## config.mk

```make
export PLATFORM = sky130hd
export DESIGN_NAME = bmtx_link_tx
export DESIGN_NICKNAME = d
export VERILOG_FILES = /design/src/rtl/bmtx_pkg.sv /design/src/rtl/bmtx_phase_gen.sv /design/src/rtl/bmtx_slot_mux.sv /design/src/rtl/bmtx_bm_coder.sv /design/src/rtl/bmtx_link_tx.sv
export SDC_FILE = /design/constraint.sdc
export NUM_CORES = 1
export LEC_CHECK = 0
export BUFFER_PORTS_ARGS = -buffer_cell sky130_fd_sc_hd__buf_2
export CAP_MARGIN = 20
export CORE_AREA = 8 8 45 47
export CTS_CLUSTER_DIAMETER = 200
export DETAILED_ROUTE_END_ITERATION = 8
export DIE_AREA = 0 0 53 55
export GPL_TIMING_DRIVEN = 0
export SYNTH_ARGS = -nofsm -noshare
export SYNTH_HDL_FRONTEND = slang
export SYNTH_HIERARCHICAL = 1
export SYNTH_SLANG_ARGS = --single-unit
```

## constraint.sdc

```tcl
create_clock -name clk_i -period 1.6 [get_ports clk_i]
set_clock_uncertainty 0.05 [all_clocks]
set_input_delay 0.08 -clock clk_i [delete_from_list [all_inputs] [get_ports clk_i]]
set_output_delay 0.08 -clock clk_i [all_outputs]
set_load 0.05 [all_outputs]
```

## src/rtl/bmtx_pkg.sv

```systemverilog
package bmtx_pkg;
  localparam int unsigned PHASE_W = 2;

  typedef enum logic [PHASE_W-1:0] {
    PH_A_LEAD = 2'd0,
    PH_A_MID  = 2'd1,
    PH_B_LEAD = 2'd2,
    PH_B_MID  = 2'd3
  } phase_e;
endpackage

```

## src/rtl/bmtx_phase_gen.sv

```systemverilog
module bmtx_phase_gen
  import bmtx_pkg::*;
(
  input  logic   clk_i,
  input  logic   rst_ni,
  output phase_e phase_q_o,
  output phase_e phase_n_o,
  output logic   strobe_o
);
  phase_e phase_q;
  logic   strobe_q;

  assign phase_n_o = phase_e'(phase_q + 2'd1);

  always_ff @(posedge clk_i or negedge rst_ni) begin
    if (!rst_ni) begin
      phase_q  <= PH_A_LEAD;
      strobe_q <= 1'b0;
    end else begin
      phase_q  <= phase_n_o;
      strobe_q <= (phase_n_o == PH_B_MID);
    end
  end

  assign phase_q_o = phase_q;
  assign strobe_o  = strobe_q;
endmodule

```

## src/rtl/bmtx_slot_mux.sv

```systemverilog
module bmtx_slot_mux
  import bmtx_pkg::*;
#(
  parameter logic IDLE_CMD_BIT = 1'b0
) (
  input  logic   clk_i,
  input  logic   rst_ni,
  input  phase_e phase_n_i,
  input  logic   trig_i,
  input  logic   cmd_valid_i,
  input  logic   cmd_bit_i,
  output logic   a_bit_o,
  output logic   b_bit_o,
  output logic   ack_o
);
  logic a_q, b_q, ack_q;

  always_ff @(posedge clk_i or negedge rst_ni) begin
    if (!rst_ni) begin
      a_q   <= 1'b0;
      b_q   <= IDLE_CMD_BIT;
      ack_q <= 1'b0;
    end else begin
      ack_q <= 1'b0;
      if (phase_n_i == PH_A_LEAD) a_q <= trig_i;
      if (phase_n_i == PH_B_LEAD) begin
        b_q   <= cmd_valid_i ? cmd_bit_i : IDLE_CMD_BIT;
        ack_q <= cmd_valid_i;
      end
    end
  end

  assign a_bit_o = a_q;
  assign b_bit_o = b_q;
  assign ack_o   = ack_q;
endmodule

```

## src/rtl/bmtx_bm_coder.sv

```systemverilog
module bmtx_bm_coder
  import bmtx_pkg::*;
#(
  parameter logic LINE_INIT = 1'b0
) (
  input  logic   clk_i,
  input  logic   rst_ni,
  input  phase_e phase_n_i,
  input  logic   a_bit_i,
  input  logic   b_bit_i,
  output logic   line_o
);
  logic line_q;
  logic flip;

  always_comb begin
    unique case (phase_n_i)
      PH_A_LEAD, PH_B_LEAD: flip = 1'b1;
      PH_A_MID:             flip = a_bit_i;
      PH_B_MID:             flip = b_bit_i;
      default:              flip = 1'b0;
    endcase
  end

  always_ff @(posedge clk_i or negedge rst_ni) begin
    if (!rst_ni) line_q <= LINE_INIT;
    else         line_q <= line_q ^ flip;
  end

  assign line_o = line_q;
endmodule

```

## src/rtl/bmtx_link_tx.sv

```systemverilog
module bmtx_link_tx
  import bmtx_pkg::*;
#(
  parameter logic LINE_INIT    = 1'b0,
  parameter logic IDLE_CMD_BIT = 1'b0
) (
  input  logic clk_i,
  input  logic rst_ni,
  input  logic trig_i,
  input  logic cmd_valid_i,
  input  logic cmd_bit_i,
  output logic cmd_ack_o,
  output logic strobe_o,
  output logic line_o
);
  phase_e phase_q, phase_n;
  logic   a_q, b_q;

  bmtx_phase_gen i_phase (
    .clk_i     (clk_i),
    .rst_ni    (rst_ni),
    .phase_q_o (phase_q),
    .phase_n_o (phase_n),
    .strobe_o  (strobe_o)
  );

  bmtx_slot_mux #(.IDLE_CMD_BIT(IDLE_CMD_BIT)) i_mux (
    .clk_i       (clk_i),
    .rst_ni      (rst_ni),
    .phase_n_i   (phase_n),
    .trig_i      (trig_i),
    .cmd_valid_i (cmd_valid_i),
    .cmd_bit_i   (cmd_bit_i),
    .a_bit_o     (a_q),
    .b_bit_o     (b_q),
    .ack_o       (cmd_ack_o)
  );

  bmtx_bm_coder #(.LINE_INIT(LINE_INIT)) i_coder (
    .clk_i     (clk_i),
    .rst_ni    (rst_ni),
    .phase_n_i (phase_n),
    .a_bit_i   (a_q),
    .b_bit_i   (b_q),
    .line_o    (line_o)
  );
endmodule

```

==> results by group, run 1 <==
Status
  – Status: complete, no violations

Timing
  – Worst slew pin tran: 0.251 ns
  – Rel. slew slack: 83.4%
  – Period utilisation layout: approximately 90%
  – Post-route setup TNS: 0 ns
  – Slew Viols, Final: 0
  – Final hold vios: 0
  – Fmax: 701 MHz
  – Minimum clock period: between 1 and 1.5 ns
  – RSZ-0062 raised after global routing: no
  – Final Setup Violations: 0

Placed design
  – Dpl hpwl: roughly 340 um
  – Placed Area: 322 um^2
  – PortBufs: 7
  – Routability cong.: 0.676

Route
  – First-pass detailed-route iteration total: 1
  – Routed vias: approximately 180
  – Post-DR vias/cell: 3.66
  – Antenna Nets Post-Route: 0
  – Post-route DRC: 0
  – Wire length after detailed routing: 479 um
  – Initial DRC Count: 0
  – WL/cell: around 9.6 um

Die
  – IO Pins: 8
  – DIE AREA: 0.00292 mm^2
  – Row count: 14
  – Placeable Area: approximately 0.0014 mm^2
  – Chip width: between 50 and 60 um
  – Starting Density: 19.3%
  – Die height: 55 um

Synth
  – Syn nets: 26
  – Netlist Area Pre-Place: between 200 and 300 um^2
  – Register area share after synthesis: about two thirds
  – Ys Warns: 6
  – Yosys cell types: 10
  – Synthesized instance count: 20
  – Number of synthesized register bits: 7
  – Mean post-synth cell area: 13.3 um^2

Global routing
  – Via count of the first global-routing pass: 198
  – First-pass GRT wire length: 828 um
  – Initial antenna violation count: 0
  – Largest net degree at the start of global routing: 8
  – Grt ovf: 0
  – GR Util All Layers: 4.45%

Clock network
  – CTS clk-pin slew, worst paths: roughly 0.050 ns
  – Post_cts resized: 0
  – CTS tree: built
  – Worst skew pair latency: 0.25 ns
  – CTS max path bufs: 2
  – H-tree levels: 1
  – CTS Buf Count: 3
  – CTS Sinks: 7
  – Root buffer cell: clkbuf_4

Critical path
  – Crit path kind: reg -> reg
  – CP Launch Type: register
  – Crit end category: register
  – Crit path DAT: 1.51 ns
  – CP Max Fanout: 5
  – Worst Path Required: 1.69 ns

Hold path
  – Hold WC Path Type: in -> reg

Layout
  – Fin nets: 41
  – Diodes inserted: 0
  – Multi-input gate area: 80.1 um^2
  – Fill count: 149
  – Fin area: 378 um^2
  – Area Overhead vs Synth: 41.8%
  – Flip-flop and latch area: 175 um^2
  – Share of post-route cells with drive strength above 1: 38.2%

Pwr
  – P_leak: roughly 0.00021 uW
  – Peak supply drop: 0.293 mV
  – PwrDens: 1200 mW/mm^2

Run
  – Number of max-cap violations: 0
stage by stage:
stage | hold slack, ns | setup WS (ns) | power, uW | instances | utilization, %
2_1_floorplan | -0.266 | 0.266 | 263 | 20 | -
3_3_place_gp | -0.129 | 0.190 | 288 | 43 | 23.2
3_5_place_dp | -0.131 | 0.178 | 289 | 43 | 23.2
4_1_cts | 0.00256 | 0.155 | 461 | 48 | 25.9
5_1_grt | 0.0282 | 0.0597 | 489 | 50 | 27.3
6_report | 0.0213 | 0.174 | 455 | 50 | 27.3
synth_stat cells (all sizes together):
master / count / area [um^2]
and2: 1 / 7.51
xor2: 1 / 8.76
nor2: 1 / 3.75
inv: 3 / 11.3
mux2i: 2 / 20.0
ha: 1 / 12.5
nand2: 2 / 7.51
and2b: 1 / 8.76
dfrtp: 7 / 175
mux2: 1 / 11.3
layout make-up:
type | instances | area share [%]
multi-input cells | 10 | 21.2
clock buffers | 4 | 6.95
well taps | 16 | 5.30
flip-flops and latches | 7 | 46.4
repair buffers | 10 | 17.2
inverters | 3 | 2.98
flip-flops by register name, indices dropped and copies added (netlist names):
signal,count
i_phase/strobe_o,1
i_phase/phase_q_o,2
i_mux/a_bit_o,1
i_mux/ack_o,1
i_coder/line_o,1
i_mux/b_bit_o,1
kinds of logic (layout without fill, tap and decap cells):
group                    count (synthesis)  count (layout)  share of synthesized area (%)
adder cells (fa/ha/maj)                  1               1                           4.69
flip-flops                               7               7                           65.7
AND/OR/NAND/NOR                          5               5                           10.3
buffers and inverters                    3              17                           4.23
multiplexers                             3               3                           11.7
XOR/XNOR                                 1               1                           3.29
path summary, 6_finish.rpt:
check	cells past startpoint	slack, ns	startpoint	endpoint
setup reg to reg	6	0.17	i_phase/phase_q_o[0]	i_coder/line_o
setup / recovery	6	0.17	i_phase/phase_q_o[0]	i_coder/line_o
hold reg to reg	1	0.40	i_phase/phase_q_o[0]	i_phase/phase_q_o[0]
min in group asynchronous	2	0.13	rst_ni	i_phase/phase_q_o[1]
hold / removal	3	0.02	cmd_bit_i	i_mux/b_bit_o
max in group asynchronous	2	1.21	rst_ni	i_phase/phase_q_o[0]
placed cells by master, fill, tap and decap left out:
master,count
clkbuf_4,3
and2_2,1
ha_1,1
buf_2,7
dlygate4sd3_1,3
dfrtp_1,7
xor2_1,1
clkbuf_1,1
and2b_2,1
mux2_2,1
nand2_1,2
inv_1,3
nor2_1,1
mux2i_1,2
worst max-delay path, cell delays in order, from the launching register on:
cell and delay [ns]:
dfrtp_1 0.35, inv_1 0.12, ha_1 0.24, inv_1 0.11, mux2i_1 0.20, nand2_1 0.08, xor2_1 0.15
report_power, final:
group / switching [uW] / internal, uW
registers: 10.5 / 193
logic: 63.3 / 25.3
clock network: 67.7 / 95.3
total: 142 / 314
what timing repair did:
action	CTS	global route
setup buffers	0	0
hold endpoints to repair	7	2
hold buffers	1	2
per-layer routing:
metal,global-route usage (%),part of all wire [%]
met5,0,0
met4,5.17,4.8
met3,4.55,17
met2,5.86,41
met1,3.40,37
No activity file was read; power rests on OpenSTA's default activity.
==> inputs of run 2 (changes only) <==
- MAX_ROUTING_LAYER: not set -> met4
==> run 2 against run 1 <==
Clock power about the same. Worst setup slack did not move. Die area stayed put. Combinational power barely moved. Final cell count unchanged. Global-route usage increased by 0.14 points. Critical path type unchanged.
==> results by group, run 2 (synthesis results as in run 1) <==
Status
  – Status: complete, no violations (unchanged)

Critical path
  – Flop-to-flop setup slack: 0.17 ns (about the same)
  – Critical R2R Launch: i_phase/phase_q_o[0] (unchanged)
  – Crit path kind: reg -> reg (unchanged)
  – Worst Path Required: 1.69 ns (about the same)
  – Worst Setup EP: i_coder/line_o (unchanged)
  – CP Max Fanout: 5 (unchanged)
  – Worst flop-to-flop path endpoint: i_coder/line_o (unchanged)
  – Crit end category: register (unchanged)
  – Worst Setup SP: i_phase/phase_q_o[0] (unchanged)
  – Crit path DAT: 1.51 ns (about the same)
  – Register-to-Register Path Depth: 6 (unchanged)
  – CP Launch Type: register (unchanged)

Route
  – Routed vias: 183 (unchanged)
  – Post-route DRC: 0 (unchanged)
  – Initial DRC Count: 0 (unchanged)
  – WL/cell: 9.58 um (unchanged)
  – Wire length after detailed routing: 479 um (unchanged)
  – Post-DR vias/cell: 3.66 (unchanged)
  – First-pass detailed-route iteration total: 1 (unchanged)
  – Antenna Nets Post-Route: 0 (unchanged)

Global routing
  – First-pass GRT wire length: 821 um (was 828 um)
  – Initial antenna violation count: 0 (unchanged)
  – GR Util All Layers: 4.59% (was 4.45%)
  – Via count of the first global-routing pass: 198 (unchanged)
  – Grt ovf: 0 (unchanged)
  – Largest net degree at the start of global routing: 8 (unchanged)

Clock network
  – CTS Sinks: 7 (unchanged)
  – Post_cts resized: 0 (unchanged)
  – Worst skew pair latency: 0.25 ns (about the same)
  – CTS tree: built (unchanged)
  – CTS max path bufs: 2 (unchanged)
  – Root buffer cell: clkbuf_4 (unchanged)
  – CTS Buf Count: 3 (unchanged)
  – H-tree levels: 1 (unchanged)
  – CTS clk-pin slew, worst paths: 0.05 ns (about the same)

Layout
  – Area Overhead vs Synth: 41.8% (unchanged)
  – Most frequent cells in the layout: dfrtp_1, buf_2, clkbuf_4, dlygate4sd3_1, inv_1 (unchanged)
  – Max reg flops: 2 (unchanged)
  – Fin nets: 41 (unchanged)
  – Share of post-route cells with drive strength above 1: 38.2% (unchanged)
  – Diodes inserted: 0 (unchanged)

Timing
  – Minimum clock period: 1.43 ns (unchanged)
  – Slew Viols, Final: 0 (unchanged)
  – Fmax: 701 MHz (unchanged)
  – Period utilisation layout: 89.1% (unchanged)
  – Final hold slack: 0.0214 ns (was 0.0213 ns)
  – Setup WS post-layout: 0.174 ns (unchanged)
  – Worst slew pin tran: 0.251 ns (unchanged)
  – Post-route setup TNS: 0 ns (unchanged)
  – Final Setup Violations: 0 (unchanged)
  – Final hold vios: 0 (unchanged)
  – RSZ-0062 raised after global routing: no (unchanged)
  – Rel. slew slack: 83.4% (unchanged)

Die
  – Row count: 14 (unchanged)
  – Placeable Area: 0.00138 mm^2 (unchanged)
  – Starting Density: 19.3% (unchanged)
  – Die height: 55 um (unchanged)
  – DIE AREA: 0.00292 mm^2 (unchanged)
  – IO Pins: 8 (unchanged)
  – Chip width: 53 um (unchanged)

Placed design
  – Routability cong.: 0.683 (was 0.676)
  – Dpl hpwl: 340 um (unchanged)
  – PortBufs: 7 (unchanged)
  – Worst slack, placed: 0.178 ns (unchanged)

Pwr
  – P_leak: 0.000209 uW (unchanged)
  – PwrDens: 1200 mW/mm^2 (about the same)
  – Peak supply drop: 0.293 mV (about the same)

Hold path
  – Hold Path Depth: 3 (unchanged)
  – Hold WC Path Type: in -> reg (unchanged)
  – Hold Startpoint: cmd_bit_i (unchanged)

Run
  – Number of max-cap violations: 0 (unchanged)
## run 2: per-stage QoR
stage / utilization (%) / cells / cell area, um^2 / total power [uW]
detailed placement: 23.2 / 43 / 322 / 289
global placement: 23.2 / 43 / 322 / 288
CTS: 25.9 / 48 / 358 / 461
finish: 27.3 / 50 / 378 / 455
floorplan: - / 20 / 267 / 263
global route: 27.3 / 50 / 378 / 489
## run 2: report_power, final
part / internal (uW) / switching (uW) / leakage [uW]
clock network: 95.3 / 67.7 / 0.0000150
logic: 25.3 / 63.3 / 0.000106
registers: 193 / 10.5 / 0.0000884
## run 2: layout make-up
cell class              count  area, um^2
fillers                   149        1010
flip-flops and latches      7         175
multi-input cells          10        80.1
repair buffers             10        65.1
clock buffers               4        26.3
well taps                  16        20.0
inverters                   3        11.3
## run 2: what timing repair did
item / 4_1_cts / 5_1_grt
buffers inserted: 0 / 0
hold endpoints to repair: 7 / 2
hold buffers: 1 / 2
setup endpoints to repair: 0 / 0
## run 2: worst min-delay path by stage
stage | end | slack [ns]
2_1_floorplan | i_coder/line_o | -0.27
3_3_place_gp | i_coder/line_o | -0.13
3_5_place_dp | i_coder/line_o | -0.13
4_1_cts | i_mux/a_bit_o | 0.003
5_1_grt | i_mux/b_bit_o | 0.03
6_report | i_mux/b_bit_o | 0.02
## run 2: per-layer routing
metal  vias to the layer above  wire, um  track usage, %
li1                         91         -               -
met3                         5        74            4.28
met5                         -         0               -
met2                         8       197            5.86
met1                        79       184            3.55
met4                         0        23            5.17
## run 2: critical path: stages (launching register included)
cell	delay (ns)
dfrtp_1	0.35
inv_1	0.12
ha_1	0.24
inv_1	0.11
mux2i_1	0.20
nand2_1	0.08
xor2_1	0.15
==> inputs of run 3 (changes only) <==
- clock period: 1.6 -> 1.5 ns (I/O delays scaled with it)
==> run 3 against run 2 <==
Register-to-register slack worse by 0.06 ns. Combinational power up 6.7%. Via count unchanged. Flip-flop and latch count unchanged. Sequential power up 6%. Non-clock buffer count unchanged. Clock power up 7%. Design area unchanged. Worst hold slack worse by 0.0050 ns. Highest routed layer unchanged. Die area unchanged. Critical endpoint unchanged.
==> results by group, run 3 (synthesis results as in run 1) <==
Route
  – Post-DR vias/cell: 3.66 (unchanged)
  – First-pass detailed-route iteration total: 1 (unchanged)
  – WL/cell: 9.58 um (unchanged)
  – Routed vias: 183 (unchanged)
  – Wire length after detailed routing: 479 um (unchanged)
  – Initial DRC Count: 0 (unchanged)
  – Post-route DRC: 0 (unchanged)
  – Antenna Nets Post-Route: 0 (unchanged)

Die
  – Placeable Area: 0.00138 mm^2 (unchanged)
  – Starting Density: 19.3% (unchanged)
  – IO Pins: 8 (unchanged)
  – Row count: 14 (unchanged)
  – Die height: 55 um (unchanged)
  – Chip width: 53 um (unchanged)
  – DIE AREA: 0.00292 mm^2 (unchanged)

Global routing
  – First-pass GRT wire length: 848 um (was 821 um)
  – GR Util All Layers: 4.70% (was 4.59%)
  – Largest net degree at the start of global routing: 8 (unchanged)
  – Via count of the first global-routing pass: 207 (was 198)
  – Grt ovf: 0 (unchanged)
  – Initial antenna violation count: 0 (unchanged)

Timing
  – Slew Viols, Final: 0 (unchanged)
  – Fmax: 724 MHz (was 701 MHz)
  – Post-route setup TNS: 0 ns (unchanged)
  – Worst slew pin tran: 0.251 ns (unchanged)
  – Final Setup Violations: 0 (unchanged)
  – Period utilisation layout: 92.1% (was 89.1%)
  – Setup WS post-layout: 0.118 ns (was 0.174 ns)
  – Final hold vios: 0 (unchanged)
  – Rel. slew slack: 83.4% (unchanged)
  – Minimum clock period: 1.38 ns (was 1.43 ns)
  – RSZ-0062 raised after global routing: no (unchanged)

Status
  – Status: complete, no violations (unchanged)

Pwr
  – Clock Power Share: 35.8% (about the same)
  – P_leak: 0.000207 uW (was 0.000209 uW)
  – PnR Total Power: 486 uW (was 455 uW)
  – Internal: 335 uW (was 314 uW)
  – Switching part of the total power: 31.1% (about the same)
  – Peak supply drop: 0.313 mV (was 0.293 mV)
  – Flop pwr share: 44.7% (about the same)
  – PwrDens: 1280 mW/mm^2 (was 1200 mW/mm^2)
  – Comb power frac: 19.5% (about the same)
  – Psw: 151 uW (was 141 uW)

Hold path
  – Hold Startpoint: cmd_bit_i (unchanged)
  – Hold Path Depth: 3 (unchanged)
  – Hold WC Path Type: in -> reg (unchanged)

Clock network
  – CTS tree: built (unchanged)
  – Worst skew pair latency: 0.25 ns (about the same)
  – Root buffer cell: clkbuf_4 (unchanged)
  – H-tree levels: 1 (unchanged)
  – CTS Sinks: 7 (unchanged)
  – CTS Buf Count: 3 (unchanged)
  – CTS clk-pin slew, worst paths: 0.05 ns (about the same)
  – CTS max path bufs: 2 (unchanged)

Critical path
  – Crit path kind: reg -> reg (unchanged)
  – Crit end category: register (unchanged)
  – CP Max Fanout: 5 (unchanged)
  – Crit path DAT: 1.47 ns (was 1.51 ns)
  – CP Launch Type: register (unchanged)
  – Worst Setup SP: i_phase/phase_q_o[0] (unchanged)
  – Critical R2R Launch: i_phase/phase_q_o[0] (unchanged)
  – Worst Path Required: 1.59 ns (was 1.69 ns)
  – Register-to-Register Path Depth: 6 (unchanged)

Layout
  – Diodes inserted: 0 (unchanged)
  – Max reg flops: 2 (unchanged)
  – Area Overhead vs Synth: 41.8% (unchanged)
  – Finished Layout Cells: 50 (unchanged)
  – Fin nets: 41 (unchanged)
  – Most frequent cells in the layout: dfrtp_1, buf_2, clkbuf_4, dlygate4sd3_1 (was dfrtp_1, buf_2, clkbuf_4, dlygate4sd3_1, inv_1)
  – Share of post-route cells with drive strength above 1: 41.2% (was 38.2%)

Run
  – Number of max-cap violations: 0 (unchanged)

Placed design
  – Routability cong.: 0.683 (unchanged)
  – Worst slack, placed: 0.0779 ns (was 0.178 ns)
  – Dpl hpwl: 340 um (unchanged)
  – DP Cell Count: 43 (unchanged)
  – PortBufs: 7 (unchanged)
## run 3: cell counts in the layout (fill, tap and decap cells not counted)
Identical to the previous run, type by type.
## run 3: layout make-up
type                       instances  area, um^2
clock buffer                       4        26.3
sequential                         7         175
inverter                           3        11.3
fill                             149        1010
multi-input combinational         10        80.1
tap                               16        20.0
timing repair buffer              10        65.1
## run 3: through the flow
stage          utilization (%)  hold WS, ns  cell area, um^2
2_1_floorplan                -       -0.271              267
3_3_place_gp              23.2       -0.134              322
3_5_place_dp              23.2       -0.136              322
4_1_cts                   27.3       0.0134              378
5_1_grt                   27.3       0.0232              378
6_report                  27.3       0.0164              378
## run 3: worst max-delay path: stages (launching register included)
cell,delay (ns)
dfrtp_1,0.36
inv_2,0.08
ha_1,0.23
inv_1,0.11
mux2i_1,0.20
nand2_1,0.08
xor2_1,0.14
## run 3: worst paths after layout
kind | endpoint | slack, ns
worst min-delay path | i_mux/b_bit_o | 0.02
worst max register to register | i_coder/line_o | 0.12
max in group asynchronous | i_phase/phase_q_o[0] | 1.12
worst min register to register | i_phase/phase_q_o[0] | 0.38
worst max-delay path | i_coder/line_o | 0.12
min in group asynchronous | i_phase/phase_q_o[1] | 0.13
## run 3: timing repair
item,CTS,global route
resized for setup,0,1
hold buffers,3,0
endpoints found under the setup margin,0,1
buffers inserted,0,0
hold endpoints to repair,9,0
## run 3: power by group through the flow
stage | registers (uW) | logic (uW) | clock network, uW
after detailed placement | 220 | 87.8 | 0
after global routing | 220 | 101 | 201
after floorplan | 268 | 12.5 | 0
after global placement | 219 | 87.4 | 0
final | 217 | 94.5 | 174
after CTS | 218 | 95.6 | 181
## run 3: metal layers
| metal | share of wire (%) | vias to the layer above | GRT usage, % |
|---|---|---|---|
| met5 | 0 | - | - |
| met4 | 4.8 | 0 | 5.17 |
| met3 | 15 | 5 | 4.28 |
| met2 | 41 | 8 | 6.05 |
| met1 | 38 | 79 | 3.70 |
| li1 | - | 91 | - |
